--- config.mk ---
export PLATFORM = sky130hd
export DESIGN_NAME = rmt_mem_window
export DESIGN_NICKNAME = d
export VERILOG_FILES = /design/src/rtl/rmt_win_pkg.sv /design/src/rtl/rmt_port_decode.sv /design/src/rtl/rmt_hi_latch.sv /design/src/rtl/rmt_read_path.sv /design/src/rtl/rmt_mem_window.sv
export SDC_FILE = /design/constraint.sdc
export NUM_CORES = 1
export LEC_CHECK = 0
export BUFFER_PORTS_ARGS = -buffer_cell sky130_fd_sc_hd__buf_2
export CORE_AREA = 2 2 42 44
export CTS_BUF_LIST = sky130_fd_sc_hd__clkbuf_8 sky130_fd_sc_hd__clkbuf_16
export DETAILED_ROUTE_END_ITERATION = 10
export DIE_AREA = 0 0 44 46
export GPL_TIMING_DRIVEN = 1
export PLACE_DENSITY = 0.8
export SLEW_MARGIN = 15
export SYNTH_ARGS = -nofsm -noshare
export SYNTH_HDL_FRONTEND = slang
export SYNTH_SLANG_ARGS = --single-unit
--- constraint.sdc ---
create_clock -name clk_i -period 1.67 [get_ports clk_i]
set_input_delay 0 -clock clk_i [delete_from_list [all_inputs] [get_ports clk_i]]
set_output_delay 0 -clock clk_i [all_outputs]
set_load 0.01 [all_outputs]
--- src/rtl/rmt_win_pkg.sv ---
package rmt_win_pkg;
  localparam int unsigned BYTE_W = 8;
  typedef logic [BYTE_W-1:0] byte_t;

  function automatic byte_t lo_map(input byte_t cnt, input bit inv);
    return inv ? ~cnt : cnt;
  endfunction
endpackage

--- src/rtl/rmt_port_decode.sv ---
module rmt_port_decode #(
  parameter int unsigned ADDR_W   = 16,
  parameter int unsigned PORT_BIT = 7
) (
  input  logic [ADDR_W-1:0] host_addr_i,
  input  logic              host_iorq_ni,
  input  logic              host_rd_ni,
  input  logic              host_wr_ni,
  output logic              wr_sel_o,
  output logic              rd_sel_o
);
  logic port_hit;
  assign port_hit = ~host_addr_i[PORT_BIT] & ~host_iorq_ni;
  assign wr_sel_o = port_hit & ~host_wr_ni;
  assign rd_sel_o = port_hit & ~host_rd_ni;
endmodule

--- src/rtl/rmt_hi_latch.sv ---
module rmt_hi_latch
  import rmt_win_pkg::*;
(
  input  logic  clk_i,
  input  logic  rst_ni,
  input  logic  load_i,
  input  byte_t data_i,
  output byte_t hi_o
);
  always_ff @(posedge clk_i or negedge rst_ni) begin
    if (!rst_ni)     hi_o <= '0;
    else if (load_i) hi_o <= data_i;
  end

  p_load_r1: assert property (@(posedge clk_i) disable iff (!rst_ni)
    load_i |=> hi_o == $past(data_i));
  p_hold_r2: assert property (@(posedge clk_i) disable iff (!rst_ni)
    !load_i |=> $stable(hi_o));
endmodule

--- src/rtl/rmt_read_path.sv ---
module rmt_read_path
  import rmt_win_pkg::*;
(
  input  logic  clk_i,
  input  logic  rst_ni,
  input  logic  rd_sel_i,
  input  logic  ack_ni,
  input  byte_t rmt_data_i,
  output byte_t host_data_o,
  output logic  host_data_oe_o,
  output logic  mreq_no,
  output logic  rd_no
);
  logic fetch;
  assign fetch          = rd_sel_i & ~ack_ni;
  assign host_data_oe_o = rd_sel_i;
  // undriven remote data bus floats high
  assign host_data_o    = fetch ? rmt_data_i : '1;
  // released strobes read back high via pull-ups
  assign mreq_no        = ~fetch;
  assign rd_no          = ~fetch;

  p_no_ack_ff_r9: assert property (@(posedge clk_i) disable iff (!rst_ni)
    (rd_sel_i && ack_ni) |-> host_data_o == '1);
  p_strobe_pair_r7: assert property (@(posedge clk_i) disable iff (!rst_ni)
    mreq_no == rd_no);
endmodule

--- src/rtl/rmt_mem_window.sv ---
module rmt_mem_window
  import rmt_win_pkg::*;
#(
  parameter int unsigned ADDR_W    = 16,
  parameter int unsigned PORT_BIT  = 7,
  parameter bit          LO_INVERT = 1'b0
) (
  input  logic              clk_i,
  input  logic              rst_ni,
  input  logic [ADDR_W-1:0] host_addr_i,
  input  logic              host_iorq_ni,
  input  logic              host_rd_ni,
  input  logic              host_wr_ni,
  input  logic [7:0]        host_data_i,
  output logic [7:0]        host_data_o,
  output logic              host_data_oe_o,
  input  logic              rmt_ack_ni,
  output logic [ADDR_W-1:0] rmt_addr_o,
  output logic              rmt_addr_oe_o,
  output logic              rmt_mreq_no,
  output logic              rmt_rd_no,
  output logic              rmt_strobe_oe_o,
  input  logic [7:0]        rmt_data_i
);
  localparam int unsigned LO_W = ADDR_W - BYTE_W;

  logic  wr_sel, rd_sel;
  byte_t hi_q, lo_cnt;

  rmt_port_decode #(.ADDR_W(ADDR_W), .PORT_BIT(PORT_BIT)) u_dec (
    .host_addr_i (host_addr_i),
    .host_iorq_ni(host_iorq_ni),
    .host_rd_ni  (host_rd_ni),
    .host_wr_ni  (host_wr_ni),
    .wr_sel_o    (wr_sel),
    .rd_sel_o    (rd_sel)
  );

  rmt_hi_latch u_hi (
    .clk_i (clk_i),
    .rst_ni(rst_ni),
    .load_i(wr_sel),
    .data_i(host_data_i),
    .hi_o  (hi_q)
  );

  rmt_read_path u_rd (
    .clk_i         (clk_i),
    .rst_ni        (rst_ni),
    .rd_sel_i      (rd_sel),
    .ack_ni        (rmt_ack_ni),
    .rmt_data_i    (rmt_data_i),
    .host_data_o   (host_data_o),
    .host_data_oe_o(host_data_oe_o),
    .mreq_no       (rmt_mreq_no),
    .rd_no         (rmt_rd_no)
  );

  assign lo_cnt = host_addr_i[ADDR_W-1 -: BYTE_W];

  generate
    if (LO_W > BYTE_W) begin : g_wide
      assign rmt_addr_o = {hi_q, {(LO_W-BYTE_W){1'b0}}, lo_map(lo_cnt, LO_INVERT)};
    end else begin : g_std
      assign rmt_addr_o = {hi_q, lo_map(lo_cnt, LO_INVERT)};
    end
  endgenerate

  assign rmt_addr_oe_o   = ~rmt_ack_ni;
  assign rmt_strobe_oe_o = ~rmt_ack_ni;

  logic unused_addr;
  assign unused_addr = ^host_addr_i;

  p_strobe_needs_ack_r7: assert property (@(posedge clk_i) disable iff (!rst_ni)
    !rmt_mreq_no |-> (rmt_strobe_oe_o && !rmt_ack_ni && host_data_oe_o));
  p_oe_follows_ack_r8: assert property (@(posedge clk_i) disable iff (!rst_ni)
    rmt_addr_oe_o == rmt_strobe_oe_o);
  p_read_data_r6: assert property (@(posedge clk_i) disable iff (!rst_ni)
    !rmt_rd_no |-> host_data_o == rmt_data_i);
endmodule

# Word level (Yosys, flattened, before mapping)
# Index checks and enable logic that the tools add are counted.
[word_totals] output_inout_bits=29 in_bits=38 reg_bits=8 elab_cells=12
[op_classes] bitwise=10 n_mux=1
[ops] op="two-way mux 8 bit" count=1
[ops] op="NOT 1 bit" count=6
[ops] op="AND 1 bit" count=4

# Logic depth before layout (Yosys ltp)
# Gate-level depths: netlist of run 1.
[logic_depth] word_depth=5 ltp_mapped=3 depth_no_buf=2

# Hierarchy
# A second synthesis of run 1 with hierarchy kept.
[unflattened] cells_unflattened=40 area_unflattened_um2=505.5
[modules_own_cells] module="rmt_hi_latch" seq_area_each_um2=200.2 cells_each=17 area_per_inst_um2=331.6 n_inst=1
[modules_own_cells] module="rmt_read_path" seq_area_each_um2=0.0 cells_each=11 area_per_inst_um2=92.6 n_inst=1
[modules_own_cells] module="rmt_mem_window" seq_area_each_um2=0.0 cells_each=10 area_per_inst_um2=71.3 n_inst=1
[modules_own_cells] module="rmt_port_decode" seq_area_each_um2=0.0 cells_each=2 area_per_inst_um2=10.0 n_inst=1

# Worst setup path before layout of run 1
# OpenSTA, ideal clock, no wires.
[synth_timing] path_kind="input to register" start="input host_wr_ni" end="register u_hi.hi_o[0]" arrival_ns=0.675 required_time_ns=1.545 path_buffers=0 path_stages=2 path_slack_ns=0.870 setup_ns=0.125 path_cell_list="nor3_4 -> mux2_2"
[synth_via] elab_chain_len=2
[synth_lines] item="from (decl)" line="rmt_mem_window.sv:13" rtl="input logic host_wr_ni,"
[synth_lines] item="NOT 1 bit" line="rmt_port_decode.sv:14" rtl="assign wr_sel_o = port_hit & ~host_wr_ni;"
[synth_lines] item="AND 1 bit" line="rmt_port_decode.sv:14"
[synth_lines] item="to (signal assigned)" line="rmt_hi_latch.sv:12" rtl="else if (load_i) hi_o <= data_i;"
[synth_lines] item="to (decl)" line="rmt_hi_latch.sv:8" rtl="output byte_t hi_o"
# No other way between the ends.
# A chain may end at the register's enable or synchronous reset.

# Worst setup path after layout of run 1
[layout_timing] start="input host_iorq_ni" end="output rmt_rd_no"
[layout_via] elab_chain_len=5
[layout_lines] item="from (decl)" line="rmt_mem_window.sv:11" rtl="input logic host_iorq_ni,"
[layout_lines] item="NOT 1 bit" line="rmt_port_decode.sv:13" rtl="assign port_hit = ~host_addr_i[PORT_BIT] & ~host_iorq_ni;"
[layout_lines] item="AND 1 bit" line="rmt_port_decode.sv:13"
[layout_lines] item="AND 1 bit" line="rmt_port_decode.sv:15" rtl="assign rd_sel_o = port_hit & ~host_rd_ni;"
[layout_lines] item="AND 1 bit" line="rmt_read_path.sv:15" rtl="assign fetch = rd_sel_i & ~ack_ni;"
[layout_lines] item="NOT 1 bit" line="rmt_read_path.sv:21" rtl="assign rd_no = ~fetch;"
[layout_lines] item="to (decl)" line="rmt_mem_window.sv:21" rtl="output logic rmt_rd_no,"
# No other way between the ends.

==> qor.txt, run 1 <==
Filler cells: 165
FF/Latch Area: 200 µm²
Synth Flop Type: dfrtp_1
Ranking of synthesized cells by area: dfrtp_1 (43%), mux2_2 (19%), buf_4 (16%), nand2b_1 (11%), nor4_4 (4.6%)
Synth Warn #: 0
First-pass GRT wire length: 1400 µm
Met1 usage: 0.0878
Syn-to-layout area delta: 45.7%
Fmax achieved: 1.12 GHz
Peak VDD IR: 0.359 mV
Global route hottest layer: met2
TritonCTS clock tree: done
Worst hold path cell count: 0
Post-synthesis adder-cell area fraction: 0
Main combinational cell family by area after synthesis: simple AND/OR/NAND/NOR gates
Post-synthesis register bit count: 8
Hold WS: 0.00000447 ns
Arrival time worst endpoint: 0.89 ns
Crit path from: host_iorq_ni
Site row count: 15
Post-synth EDFFs: 0
Initial antenna violation count: 0
Share of cells above drive strength 1: 0.737
Status: completed
Skew final: 0 ns
Cell variety after synth: 8
Hold Vio Cnt, Final: 0
Min-delay worst type: in2out
Total power: 626 µW
Top reg by flops: u_hi.hi_o
Post-route ant nets: 0
Grt total ovfl: 0
Met2 global-route usage: 0.174
Pins Over Slew Limit: 0
Vias in the first global route: 363
TritonCTS Buffers: 3
Critical Path RT: 1.67 ns
Reg2reg path depth: 1
DR WL/cell: 11.0 µm
Final count of negative-setup-slack endpoints: 0
HP Start: host_addr_i[9]
Die Ht: 46 µm
Via count: 404
Post-synthesis mux area share: 0.194
Leakage dissipation: 0.000328 µW
Power density cells: 922 nW/µm²
Worst-Margin Slew: 0.468 ns
Largest net degree at the start of global routing: 10
Avg Cell Area, Syn: 11.9 µm²
Min Clock Period, post-route: 0.890 ns
Synth Area in Compound Gates: 0
XOR/XNOR Fraction of Synth Area: 0
Cells after synthesis: 39
RePlAce Congestion: 0.567
Cell type contributing the most total cell area after synthesis: dfrtp_1
Core area: 1610 µm²
Met3 Use GR: 0.0516
Max FO, Critical Path: 9
Share of the synthesized area in the top cell type: 0.430
DRC viols: 0
CTS max path bufs: 2
Fin nets: 116
Post-synthesis sequential area ratio: 0.430
Final setup margin: 0.780 ns
Fin Setup TNS: 0 ns
R2R Setup Slk: 0.93 ns
Crit share post-route: 0.533
Drt via density: 4.34
Iteration-0 DRC Markers: 0
CTS Hold Bufs: 1
Post-Syn Area: 465 µm²
Worst setup EP type: output pin
Resized cells post-CTS: 0
Starting Density: 0.288
GRT Overall Usage: 0.0998
Max Cap Viol: 0
Die width: 44 µm
ANT cells: 0
Worst r2r dst: u_hi.hi_o[7]
H-tree depth: 1
Async set-reset flop share out of synthesis: 1.00
Clk Latency, worst-skew pair: 0.22 ns
Synth cell count leaders: buf_4 (10), dfrtp_1 (8), mux2_2 (8), nand2b_1 (8), inv_1 (2)
Most numerous cell in the Yosys netlist: buf_4
RSZ-0062 raised after global routing: false
Area of the multi-input gates: 183 µm²
CP Class: in2out
I/O pin count: 67
Clock root cell: clkbuf_8
PortBufs: 43
Die ar.: 2020 µm²
Setup Fix Bufs, Post-CTS: 0
Largest registers: u_hi.hi_o: 8 flops
Drt pass-1 iters: 1
Max reg flops: 8
Relative slew slack: 0.685
Final wirelength: 1030 µm
Reg2reg start: u_hi.hi_o[7]
Post-place setup slack: 0.594 ns
Syn_nets: 77
Simple-gate area share of the yosys netlist: 0.199
CTS sink count: 8
Hold Path End: rmt_addr_o[1]
Crit start category: input pin
## layout make-up
type | instances | share of cell area
flip-flops and latches | 8 | 0.295
repair buffers | 44 | 0.332
well taps | 17 | 0.0314
inverters | 2 | 0.0111
clock buffers | 3 | 0.0609
multi-input cells | 19 | 0.269
## cells in the final DEF, fill, tap and decap left out
master,n
dfrtp_1,8
nor3_1,1
nor4_4,1
buf_2,43
mux2_2,8
nor3_4,1
inv_1,2
dlygate4sd3_1,1
nand2b_1,8
clkbuf_8,3
## per-stage QoR
step / std cells / utilization / instance area [µm²]
2_1_floorplan: 39 / - / 465
3_3_place_gp: 89 / 0.388 / 627
3_5_place_dp: 89 / 0.388 / 627
4_1_cts: 93 / 0.420 / 678
5_1_grt: 93 / 0.420 / 678
6_report: 93 / 0.420 / 678
## worst max-delay path, cell delays in order
cell and delay, ns:
buf_2 0.14, nor4_4 0.49, inv_1 0.10, buf_2 0.16
## power by group
part / internal (µW) / total (µW) / switching (µW)
Sequential: 232 / 247 / 15.8
Clock: 156 / 225 / 69.1
Combinational: 83.6 / 154 / 70.0
Total: 471 / 626 / 155
## worst max-delay path by stage
| stage | end | slack (ns) |
|---|---|---|
| after global routing | rmt_mreq_no | 0.71 |
| after global placement | u_hi.hi_o[6] | 0.63 |
| after detailed placement | u_hi.hi_o[6] | 0.59 |
| final | rmt_rd_no | 0.78 |
| after CTS | rmt_rd_no | 0.77 |
| after floorplan | u_hi.hi_o[0] | 0.87 |
## cell families after synthesis
family | Yosys count
buffers and inverters | 12
and+or+nand+nor | 11
muxes | 8
DFF | 8
## metal layers
metal | share of wire | vias to the layer above
met1 | 0.31 | 182
met3 | 0.15 | 4
li1 | - | 192
met5 | 0 | -
met4 | 0.0097 | 0
met2 | 0.54 | 26
Note: power is estimated with default switching activity, not from simulation.
==> inputs of run 2 (changes only) <==
--- a/config.mk
+++ b/config.mk
@@ -6,12 +6,12 @@
 export NUM_CORES = 1
 export LEC_CHECK = 0
 export BUFFER_PORTS_ARGS = -buffer_cell sky130_fd_sc_hd__buf_2
-export CORE_AREA = 2 2 42 44
+export CORE_AREA = 2 2 46 48
 export CTS_BUF_LIST = sky130_fd_sc_hd__clkbuf_8 sky130_fd_sc_hd__clkbuf_16
 export DETAILED_ROUTE_END_ITERATION = 10
-export DIE_AREA = 0 0 44 46
+export DIE_AREA = 0 0 48 50
 export GPL_TIMING_DRIVEN = 1
-export PLACE_DENSITY = 0.8
+export PLACE_DENSITY = 0.71
 export SLEW_MARGIN = 15
 export SYNTH_ARGS = -nofsm -noshare
 export SYNTH_HDL_FRONTEND = slang
==> constraint.sdc (replaced) <==
create_clock -name clk_i -period 0.8 [get_ports clk_i]
set_input_delay 0 -clock clk_i [delete_from_list [all_inputs] [get_ports clk_i]]
set_output_delay 0 -clock clk_i [all_outputs]
set_load 0.01 [all_outputs]
==> run 2 against run 1 <==
  * The run now ends with negative setup slack left
  * Die area grew 19%
  * Clock power grew 110%
  * Utilization down 3.3 points
  * Total power is 110% higher
  * Register-to-register slack lost 0.90 ns
  * Design area up 8.7%
  * Global-route usage increased by 0.34 points
  * Worst hold slack hardly changed
  * Critical endpoint is now host_data_o[5]
==> qor.txt, run 2 (synthesis results as in run 1) <==
Max Cap Viol: 0
TritonCTS clock tree: done
Fmax achieved: 1.25 GHz
Final wirelength: 1260 µm
Share of cells above drive strength 1: 0.750
Starting Density: 0.245
PortBufs: 43
Setup Fix Bufs, Post-CTS: 0
Drt via density: 4.25
Arrival time worst endpoint: 0.80 ns
Die Ht: 50 µm
Critical Path RT: 0.80 ns
Clk Latency, worst-skew pair: 0.22 ns
Largest registers: u_hi.hi_o: 8 flops
CTS sink count: 8
Max incr delay on CP: 0.32 ns
Fin area: 737 µm²
Top reg by flops: u_hi.hi_o
Largest net degree at the start of global routing: 10
Most common cell after layout, fill and taps aside: buf_2
Max FO, Critical Path: 4
CTS max path bufs: 2
Area after DPL: 662 µm²
Crit share post-route: 1.00
Reg2reg path depth: 1
Min Clock Period, post-route: 0.800 ns
Initial antenna violation count: 0
DRC viols: 0
H-tree depth: 1
RePlAce Congestion: 0.593
Max reg flops: 8
RSZ-0062 raised after global routing: true
Power density cells: 1810 nW/µm²
Skew final: 0 ns
Syn-to-layout area delta: 58.3%
Worst-Margin Slew: 0.272 ns
Filler cells: 193
Leakage dissipation: 0.000354 µW
Status: finished, violations left
GRT Overall Usage: 0.103
Relative slew slack: 0.817
Total power: 1330 µW
Pins Over Slew Limit: 0
CP Class: in2out
Post-place setup slack: -0.135 ns
Most frequent cells in the layout: buf_2 (41), nand2b_1 (8), mux2_2 (8), dfrtp_1 (8)
Grt total ovfl: 0
Slowest CP cell: nor4_4
First-pass GRT wire length: 1660 µm
Failing checks: negative setup slack
Clock root cell: clkbuf_8
ANT cells: 0
TritonCTS Buffers: 3
Post-route ant nets: 0
Drt pass-1 iters: 3
Critical Path, Cell by Cell: buf_6 > nor4_4 > buf_4 > nand2b_1 > buf_2
Core area: 1900 µm²
Final count of negative-setup-slack endpoints: 1
Via count: 455
Die ar.: 2400 µm²
Min-delay worst type: in2out
DR WL/cell: 11.8 µm
Fin nets: 120
Vias in the first global route: 404
Iteration-0 DRC Markers: 1
Crit start category: input pin
Post-DP HPWL: 1010 µm
Die width: 48 µm
Final setup margin: -0.000439 ns
Site row count: 16
Peak VDD IR: 0.572 mV
I/O pin count: 67
Area of the multi-input gates: 183 µm²
Worst hold path cell count: 0
Hold Vio Cnt, Final: 0
FF/Latch Area: 200 µm²
Worst setup EP type: output pin
==> run 2: cell types whose count changed in the layout (fill, tap and decap cells not counted), sizes merged <==
| cell | delta |
|---|---|
| buf | +4 |
==> run 2: per-layer routing <==
metal | vias up | wire length [µm] | part of all wire | GRT usage
li1 | 201 | - | - | -
met1 | 214 | 434 | 0.34 | 0.0878
met2 | 38 | 671 | 0.53 | 0.180
met3 | 2 | 143 | 0.11 | 0.0549
met4 | 0 | 13 | 0.010 | 0.0541
met5 | - | 0 | 0 | 0
==> run 2: worst paths after layout <==
kind	end	slack (ns)	start
worst max-delay path	host_data_o[5]	-0.0004	host_rd_ni
max in group asynchronous	u_hi.hi_o[3]	0.50	rst_ni
worst min-delay path	rmt_addr_o[0]	0.00001	host_addr_i[8]
worst min register to register	u_hi.hi_o[4]	0.50	u_hi.hi_o[4]
min in group asynchronous	u_hi.hi_o[7]	0.14	rst_ni
worst max register to register	u_hi.hi_o[0]	0.03	u_hi.hi_o[0]
==> run 2: power breakdown <==
| group | leakage [µW] | total [µW] | internal, µW | switching [µW] |
|---|---|---|---|---|
| registers | 0.0000947 | 522 | 484 | 37.9 |
| logic | 0.000238 | 340 | 189 | 150 |
| clock network | 0.0000216 | 471 | 325 | 146 |
==> run 2: worst max-delay path: cells and delay by family <==
kind                   cells  cell delay [ns]
buffers and inverters      3             0.42
AND/OR/NAND/NOR            2             0.37
==> run 2: timing repair <==
| item | 4_1_cts | 5_1_grt |
|---|---|---|
| hold buffers | 1 | 0 |
| endpoints found under the setup margin | 2 | 10 |
| hold endpoints to repair | 8 | 0 |
| cloned | 0 | 1 |
| resized for setup | 1 | 5 |
| pin swaps | 0 | 1 |
==> run 2: area by class of cell <==
class | count | area share
timing repair buffer | 48 | 0.368
sequential | 8 | 0.272
multi-input combinational | 19 | 0.248
clock buffer | 3 | 0.0560
tap | 27 | 0.0458
inverter | 2 | 0.0102
==> run 2: stage by stage <==
stage,TNS (ns),instances,utilization,hold slack (ns)
2_1_floorplan,0,39,-,-0.296
3_3_place_gp,-0.874,102,0.348,-0.157
3_5_place_dp,-1.02,102,0.348,-0.151
4_1_cts,0,106,0.377,0.0000814
5_1_grt,-0.220,107,0.388,0.0000327
6_report,-0.000439,107,0.388,0.0000103
